$ cat config.mk
export PLATFORM = sky130hd
export DESIGN_NAME = serial_frame_tx
export DESIGN_NICKNAME = d
export VERILOG_FILES = /design/src/rtl/sft_pkg.sv /design/src/rtl/sft_sync_edge.sv /design/src/rtl/sft_timebase.sv /design/src/rtl/sft_payload.sv /design/src/rtl/sft_linectl.sv /design/src/rtl/serial_frame_tx.sv
export SDC_FILE = /design/constraint.sdc
export NUM_CORES = 1
export LEC_CHECK = 0
export BUFFER_PORTS_ARGS = -buffer_cell sky130_fd_sc_hd__buf_2
export CELL_PAD_IN_SITES_DETAIL_PLACEMENT = 1
export CELL_PAD_IN_SITES_GLOBAL_PLACEMENT = 2
export CORE_MARGIN = 10
export CORE_UTILIZATION = 41
export DETAILED_ROUTE_END_ITERATION = 8
export HOLD_SLACK_MARGIN = 0.15
export PLACE_DENSITY_LB_ADDON = 0.1
export SKIP_CTS_REPAIR_TIMING = 1
export SYNTH_ARGS = -nofsm -noshare
export SYNTH_HDL_FRONTEND = slang
export SYNTH_SLANG_ARGS = --single-unit
$ cat constraint.sdc
create_clock -name clk -period 4.6 [get_ports clk]
set_clock_uncertainty 0.2 [all_clocks]
set_input_delay 0.23 -clock clk [delete_from_list [all_inputs] [get_ports clk]]
set_output_delay 0.23 -clock clk [all_outputs]
set_load 0.02 [all_outputs]
$ cat src/rtl/sft_pkg.sv
package sft_pkg;
   typedef enum logic {
      FMT_FALL_PULSE  = 1'b0,
      FMT_RISE_SQUARE = 1'b1
   } fmt_e;
endpackage

$ cat src/rtl/sft_sync_edge.sv
module sft_sync_edge #(
   parameter int STAGES = 2
) (
   input  logic clk,
   input  logic rst_n,
   input  logic din,
   output logic rise
);
   logic [STAGES-1:0] hist_q;

   generate
      if (STAGES < 2 || STAGES > 7) begin : g_bad_stages
         $error("sft_sync_edge: STAGES must lie in 2..7");
      end
   endgenerate

   // Reset to all ones: a level that is high out of reset is not an edge.
   always_ff @(posedge clk or negedge rst_n) begin
      if (!rst_n) hist_q <= '1;
      else        hist_q <= {hist_q[STAGES-2:0], din};
   end

   assign rise = hist_q[STAGES-2] & ~hist_q[STAGES-1];

   assert_rise_single_R7: assert property (@(posedge clk) disable iff (!rst_n)
      rise |=> !rise);
endmodule

$ cat src/rtl/sft_timebase.sv
module sft_timebase #(
   parameter int DIV   = 4,
   parameter int SLOTS = 32,
   localparam int PH_W = $clog2(DIV),
   localparam int SL_W = $clog2(SLOTS)
) (
   input  logic            clk,
   input  logic            rst_n,
   input  logic            restart,
   output logic [PH_W-1:0] ph,
   output logic [SL_W-1:0] slot,
   output logic            slot_end,
   output logic            frame_start
);
   localparam logic [PH_W-1:0] PH_LAST = PH_W'(DIV - 1);
   localparam logic [SL_W-1:0] SL_LAST = SL_W'(SLOTS - 1);

   generate
      if (DIV < 2 || (DIV % 2) != 0) begin : g_bad_div
         $error("sft_timebase: DIV must be even and at least 2");
      end
      if ((1 << SL_W) != SLOTS) begin : g_bad_slots
         $error("sft_timebase: SLOTS must be a power of two");
      end
   endgenerate

   logic wrap;
   assign slot_end    = (ph == PH_LAST);
   assign wrap        = slot_end && (slot == SL_LAST);
   assign frame_start = restart | wrap;

   always_ff @(posedge clk or negedge rst_n) begin
      if (!rst_n) begin
         ph   <= '0;
         slot <= '0;
      end else if (frame_start) begin
         ph   <= '0;
         slot <= '0;
      end else if (slot_end) begin
         ph   <= '0;
         slot <= slot + 1'b1;
      end else begin
         ph   <= ph + 1'b1;
      end
   end

   assert_frame_wrap_R2: assert property (@(posedge clk) disable iff (!rst_n)
      (ph == PH_LAST && slot == SL_LAST) |=> (ph == '0 && slot == '0));
   assert_restart_zero_R7: assert property (@(posedge clk) disable iff (!rst_n)
      restart |=> (ph == '0 && slot == '0));
   assert_phase_step_R1: assert property (@(posedge clk) disable iff (!rst_n)
      (!restart && ph != PH_LAST) |=> (ph == $past(ph) + 1'b1 && slot == $past(slot)));
endmodule

$ cat src/rtl/sft_payload.sv
module sft_payload #(
   parameter int SAMPLE_W = 16,
   parameter int SLOTS    = 32,
   localparam int SL_W    = $clog2(SLOTS)
) (
   input  logic                clk,
   input  logic                rst_n,
   input  logic [SAMPLE_W-1:0] smp_data,
   input  logic                smp_valid,
   input  logic                load,
   input  logic                shift,
   input  logic [SL_W-1:0]     slot,
   output logic                msb
);
   localparam logic [SL_W-1:0] SL_PAD = SL_W'(SAMPLE_W);

   generate
      if (SAMPLE_W < 2 || SAMPLE_W >= SLOTS) begin : g_bad_width
         $error("sft_payload: SAMPLE_W must be at least 2 and below SLOTS");
      end
   endgenerate

   logic [SAMPLE_W-1:0] hold_q;
   logic [SAMPLE_W-1:0] shreg_q;

   always_ff @(posedge clk or negedge rst_n) begin
      if (!rst_n)         hold_q <= '0;
      else if (smp_valid) hold_q <= smp_data;
   end

   // Zeros enter from the bottom, so padding slots come out as zero
   // without a separate gate.
   always_ff @(posedge clk or negedge rst_n) begin
      if (!rst_n)     shreg_q <= '0;
      else if (load)  shreg_q <= hold_q;
      else if (shift) shreg_q <= {shreg_q[SAMPLE_W-2:0], 1'b0};
   end

   assign msb = shreg_q[SAMPLE_W-1];

   assert_pad_zero_R4: assert property (@(posedge clk) disable iff (!rst_n)
      (slot >= SL_PAD) |-> !msb);
endmodule

$ cat src/rtl/sft_linectl.sv
module sft_linectl
   import sft_pkg::*;
#(
   parameter int DIV      = 4,
   parameter int SLOTS    = 32,
   parameter int SAMPLE_W = 16,
   localparam int PH_W    = $clog2(DIV),
   localparam int SL_W    = $clog2(SLOTS)
) (
   input  logic            clk,
   input  logic            rst_n,
   input  logic [PH_W-1:0] ph,
   input  logic [SL_W-1:0] slot,
   input  logic            msb,
   input  logic            fmt_sel,
   input  logic            slot_sel,
   input  logic            oe_in,
   output logic            bclk_out,
   output logic            fsync_out,
   output logic            sdata_out,
   output logic            sdata_drive
);
   localparam logic [PH_W-1:0] PH_HALF = PH_W'(DIV / 2);
   localparam logic [SL_W-1:0] SL_LAST = SL_W'(SLOTS - 1);
   localparam logic [SL_W-1:0] SL_PAD  = SL_W'(SAMPLE_W);

   fmt_e fmt;
   logic late_half;

   assign fmt       = fmt_e'(fmt_sel);
   assign late_half = (ph >= PH_HALF);

   always_comb begin
      case (fmt)
         FMT_RISE_SQUARE: begin
            bclk_out  = late_half;
            fsync_out = (slot >= SL_PAD);
         end
         default: begin
            bclk_out  = ~late_half;
            fsync_out = (slot == SL_LAST);
         end
      endcase
   end

   assign sdata_out   = msb;
   assign sdata_drive = ~(oe_in ^ slot_sel);

   assert_bclk_steady_R1: assert property (@(posedge clk) disable iff (!rst_n)
      (ph != '0 && ph != PH_HALF && $stable(fmt_sel)) |-> $stable(bclk_out));
   assert_pulse_fall_R5: assert property (@(posedge clk) disable iff (!rst_n)
      (!fmt_sel && $stable(fmt_sel) && ph == '0 && slot == '0 && $past(slot) == SL_LAST)
      |-> $fell(fsync_out));
   assert_square_rise_R6: assert property (@(posedge clk) disable iff (!rst_n)
      (fmt_sel && $stable(fmt_sel) && ph == '0 && slot == SL_PAD) |-> $rose(fsync_out));
endmodule

$ cat src/rtl/serial_frame_tx.sv
module serial_frame_tx #(
   parameter int SAMPLE_W    = 16,
   parameter int SLOTS       = 32,
   parameter int DIV         = 4,
   parameter int SYNC_STAGES = 2
) (
   input  logic                clk,
   input  logic                rst_n,
   input  logic [SAMPLE_W-1:0] smp_data,
   input  logic                smp_valid,
   input  logic                fsync_in,
   input  logic                fmt_sel,
   input  logic                slot_sel,
   input  logic                oe_in,
   output logic                bclk_out,
   output logic                fsync_out,
   output logic                sdata_out,
   output logic                sdata_drive
);
   localparam int PH_W = $clog2(DIV);
   localparam int SL_W = $clog2(SLOTS);

   logic            restart;
   logic [PH_W-1:0] ph;
   logic [SL_W-1:0] slot;
   logic            slot_end;
   logic            frame_start;
   logic            msb;

   sft_sync_edge #(.STAGES(SYNC_STAGES)) u_edge (
      .clk  (clk),
      .rst_n(rst_n),
      .din  (fsync_in),
      .rise (restart)
   );

   sft_timebase #(.DIV(DIV), .SLOTS(SLOTS)) u_time (
      .clk        (clk),
      .rst_n      (rst_n),
      .restart    (restart),
      .ph         (ph),
      .slot       (slot),
      .slot_end   (slot_end),
      .frame_start(frame_start)
   );

   sft_payload #(.SAMPLE_W(SAMPLE_W), .SLOTS(SLOTS)) u_pay (
      .clk      (clk),
      .rst_n    (rst_n),
      .smp_data (smp_data),
      .smp_valid(smp_valid),
      .load     (frame_start),
      .shift    (slot_end),
      .slot     (slot),
      .msb      (msb)
   );

   sft_linectl #(.DIV(DIV), .SLOTS(SLOTS), .SAMPLE_W(SAMPLE_W)) u_line (
      .clk        (clk),
      .rst_n      (rst_n),
      .ph         (ph),
      .slot       (slot),
      .msb        (msb),
      .fmt_sel    (fmt_sel),
      .slot_sel   (slot_sel),
      .oe_in      (oe_in),
      .bclk_out   (bclk_out),
      .fsync_out  (fsync_out),
      .sdata_out  (sdata_out),
      .sdata_drive(sdata_drive)
   );
endmodule

==> impl_metrics.prom <==
# TYPE chip_impl_metric gauge
chip_impl_metric{name="grt_pass1_wl",unit="mm"} 7.90
chip_impl_info{name="launching_element_type_of_the_critical_path",value="register"} 1
chip_impl_info{name="path_cells",value="ha_1, and3_1, ha_1, mux2_2, buf_2"} 1
chip_impl_metric{name="buffer_ports.inserted",unit=""} 26
chip_impl_metric{name="timing.max_slew.rel_slack",unit="%"} 37.3
chip_impl_metric{name="detail_route.wirelength",unit="mm"} 4.58
chip_impl_metric{name="flow.area_growth_from_synthesis",unit="%"} 17.3
chip_impl_metric{name="critical_path.max_fanout",unit=""} 14
chip_impl_metric{name="finalHoldViolCount",unit=""} 0
chip_impl_info{name="min_delay_startpoint",value="u_edge.hist_q[0]$_DFF_PN1_"} 1
chip_impl_metric{name="drive_above_1_share",unit="%"} 35.9
chip_impl_info{name="critPathMostFrequentCell",value="ha_1"} 1
chip_impl_metric{name="maxClockFrequency",unit="GHz"} 0.406
chip_impl_info{name="cts_tree",value="yes"} 1
chip_impl_metric{name="whs",unit="ns"} 0.177
chip_impl_metric{name="drtPass1Iterations",unit=""} 4
chip_impl_metric{name="post_synth_fa_ha_maj_area_fraction",unit="%"} 2.33
chip_impl_metric{name="detail_route.wl_per_cell",unit="um"} 15.6
chip_impl_metric{name="number_of_enable_flip_flop_cells_after_synthesis",unit=""} 0
chip_impl_info{name="dominant_synthesized_flop_cell",value="dfrtp_1"} 1
chip_impl_metric{name="powerDensity",unit="nW/um2"} 440
chip_impl_metric{name="post_synth_xor_area_fraction",unit="%"} 0.815
chip_impl_metric{name="die-height",unit="um"} 92.4
chip_impl_metric{name="timing.hold.worst_path_depth",unit=""} 0
chip_impl_metric{name="worst-r2r-setup-slack",unit="ns"} 2.22
chip_impl_metric{name="cp_num_buf_inv",unit=""} 1
chip_impl_metric{name="synthesis.instances",unit=""} 184
chip_impl_metric{name="detailedRoute.firstIterationViolations",unit=""} 102
chip_impl_info{name="cts_root_buffer",value="clkbuf_8"} 1
chip_impl_metric{name="timing.critical_path.arrival",unit="ns"} 2.03
chip_impl_metric{name="leakage",unit="nW"} 1.03
chip_impl_metric{name="cts_max_level",unit=""} 2
chip_impl_metric{name="post_synth_num_cell_types",unit=""} 30
chip_impl_metric{name="place.gp.congestion",unit=""} 0.686
chip_impl_info{name="critPathKind",value="reg2out"} 1
chip_impl_metric{name="post_synth_mux_area_share",unit="%"} 9.37
chip_impl_metric{name="vias_in_the_first_global_route",unit=""} 1599
chip_impl_metric{name="setup-violations-final",unit=""} 0
chip_impl_metric{name="antenna-diode-count",unit=""} 0
chip_impl_metric{name="worst_ir_drop_vdd",unit="mV"} 0.197
chip_impl_metric{name="clock_path_buffers",unit=""} 2
chip_impl_metric{name="yosysWarnings",unit=""} 0
chip_impl_metric{name="global_route.usage.total",unit="%"} 11.3
chip_impl_metric{name="global_route.overflow_total",unit=""} 0
chip_impl_metric{name="final_antenna_net_count",unit=""} 0
chip_impl_metric{name="synth.net_count",unit=""} 211
chip_impl_metric{name="drv.max_cap_violation_count",unit=""} 0
chip_impl_metric{name="synth_compound_gate_area_share",unit="%"} 18.0
chip_impl_info{name="result_of_the_run",value="completed"} 1
chip_impl_info{name="grt_setup_unrepaired",value="no"} 1
chip_impl_metric{name="worstPathRequired",unit="ns"} 4.17
chip_impl_metric{name="grt_start_max_net_pins",unit=""} 42
chip_impl_metric{name="final_core_utilization",unit="%"} 49.4
chip_impl_metric{name="num_io_pins",unit=""} 27
chip_impl_metric{name="finalCriticalPeriod",unit="ns"} 2.46
chip_impl_metric{name="route.detailed.vias_per_inst",unit=""} 5.18
chip_impl_metric{name="fp.dieW",unit="um"} 92.4
chip_impl_metric{name="synth_seq_area_share",unit="%"} 47.8
chip_impl_metric{name="timing.final.crit_share",unit="%"} 53.6
chip_impl_metric{name="worstSkewPairLatency",unit="ns"} 0.29
chip_impl_info{name="crit_path_top_delay_cell",value="dfrtp_1"} 1
chip_impl_metric{name="rr_worst_depth",unit=""} 6
chip_impl_info{name="min_path_type",value="reg2reg"} 1
chip_impl_metric{name="total_die_area",unit="um2"} 8540
chip_impl_info{name="capture_point_of_the_worst_reg_to_reg_path",value="u_pay.shreg_q[4]$_DFFE_PN0P_"} 1
chip_impl_metric{name="remaining_drc_errors",unit=""} 0
chip_impl_metric{name="dp_hpwl",unit="mm"} 2.95
chip_impl_metric{name="path_clk_slew",unit="ns"} 0.08
chip_impl_metric{name="cts_made_buffers",unit=""} 5
chip_impl_metric{name="crit_path_max_incr_delay",unit="ns"} 0.41
chip_impl_metric{name="tritoncts_num_sinks",unit=""} 41
chip_impl_metric{name="flip_flop_and_latch_count_after_synthesis",unit=""} 41
chip_impl_metric{name="synth-async-reset-ratio",unit="%"} 100
chip_impl_metric{name="number_of_nets_at_the_end_of_the_flow",unit=""} 249
chip_impl_info{name="cp_top_family",value="adder cells"} 1
chip_impl_metric{name="setup_tns",unit="ns"} 0
chip_impl_metric{name="report.final.slew_viol_count",unit=""} 0
chip_impl_metric{name="grt_antenna_before_repair",unit=""} 0
chip_impl_metric{name="synth_simple_gate_area_share",unit="%"} 15.2
chip_impl_metric{name="start_util",unit="%"} 42.1
chip_impl_metric{name="coreArea",unit="um2"} 5110
chip_impl_info{name="worstHoldEndpoint",value="u_edge.hist_q[1]$_DFF_PN1_"} 1
chip_impl_info{name="synth_top_family_by_area",value="compound AO/OA/AOI/OAI gates"} 1
chip_impl_metric{name="synth_area_per_cell",unit="um2"} 11.7
chip_impl_metric{name="placementRows",unit=""} 26
chip_impl_metric{name="detailroute.via_count",unit=""} 1517
chip_impl_info{name="reg2reg_from",value="u_time.slot[0]$_DFFE_PN0P_"} 1
chip_impl_metric{name="netlist_area",unit="um2"} 2150
chip_impl_info{name="crit_path_end_kind",value="output port"} 1
chip_impl_metric{name="timing_worst_slew_pin_value",unit="ns"} 0.940
==> metrics by stage <==
step / total power, mW / instance area [um2] / instances / setup WS [ns]
floorplan: 0.805 / 2150 / 184 / 2.59
global placement: 0.868 / 2260 / 267 / 2.34
detailed placement: 0.889 / 2260 / 267 / 2.23
CTS: 1.13 / 2340 / 275 / 2.10
global route: 1.20 / 2520 / 293 / 1.93
finish: 1.11 / 2520 / 293 / 2.14
==> cell type report <==
type,instances,area (um2)
well taps,70,87.6
multi-input cells,125,983
flip-flops and latches,41,1030
repair buffers,47,333
clock buffers,6,72.6
clock inverters,2,10.0
fillers,558,2580
inverters,2,7.51
==> metal layers <==
layer	vias to the layer above	share of wire (%)	GRT usage [%]	routed length [um]
li1	731	-	-	-
met1	757	44	14.0	2030
met2	23	50	18.2	2270
met3	6	4.3	3.23	199
met4	0	1.6	4.63	71
met5	-	0	0	0
==> registers in the layout, indices dropped and copies added, names as in the netlist <==
signal	flops
u_time.slot	5
u_time.ph	2
u_pay.shreg_q	16
u_edge.hist_q	2
u_pay.hold_q	16
==> worst max-delay path by stage <==
stage	startpoint	end	slack, ns	cells past startpoint
after CTS	u_time.slot[0]$_DFFE_PN0P_	fsync_out	2.10	5
after floorplan	u_time.slot[0]$_DFFE_PN0P_	fsync_out	2.59	6
final	u_time.slot[0]$_DFFE_PN0P_	fsync_out	2.14	5
after global routing	u_time.slot[0]$_DFFE_PN0P_	fsync_out	1.93	5
after global placement	u_time.slot[0]$_DFFE_PN0P_	u_time.slot[2]$_DFFE_PN0P_	2.34	7
after detailed placement	u_time.slot[0]$_DFFE_PN0P_	u_time.slot[2]$_DFFE_PN0P_	2.23	7
==> layout by cell type (no fill, tap or decap), drive strengths merged <==
cell          n
o31ai        15
a32o          1
nor4bb        1
clkinv        2
nand3b        2
nor2b         1
xnor2         1
nor3         16
mux2         17
o211ai        1
mux2i         1
o21ai         1
nand2b       16
a21oi         4
nand2         5
dfrtp        39
and3          1
clkbuf        6
dlygate4sd3  18
nor2         20
a211oi       15
nand3         1
buf          29
dfstp         2
ha            4
nor3b         1
inv           2
xor2          1
==> report_power, final <==
part           internal [mW]  switching (mW)  leakage (nW)
Sequential             0.460          0.0719         0.477
Combinational          0.174           0.178         0.512
Clock                  0.105           0.122        0.0450
Total                  0.739           0.372          1.03
==> worst register-to-register path, cell delays in order, from the launching register on <==
cell and delay [ns]:
dfrtp_1 0.40, ha_1 0.19, and3_1 0.16, ha_1 0.54
buf_4 0.40, o31ai_1 0.13, a211oi_1 0.26
==> cells by family after synthesis <==
kind of cell             count (synthesis)
buffers and inverters                   18
multiplexers                            18
adder cells (fa/ha/maj)                  4
XOR/XNOR                                 2
flip-flops                              41
AND/OR/NAND/NOR                         64
AO/OA/AOI/OAI                           37
==> cell usage after synthesis (2+ instances only) <==
library cell | count | share of area (%)
dfrtp_1 | 39 | 45
inv_1 | 2 | 0.35
o31ai_2 | 10 | 5.8
nand3b_1 | 2 | 0.70
mux2_2 | 17 | 8.9
buf_2 | 7 | 1.6
a21oi_1 | 4 | 0.93
buf_6 | 4 | 2.1
buf_4 | 4 | 1.4
nor3_1 | 16 | 3.7
dfstp_2 | 2 | 2.4
ha_1 | 4 | 2.3
a211oi_2 | 14 | 8.1
nor2_1 | 20 | 3.5
o31ai_1 | 5 | 1.7
nand2b_1 | 16 | 4.7
nand2_1 | 5 | 0.87
(Power assumes the default switching activity.)
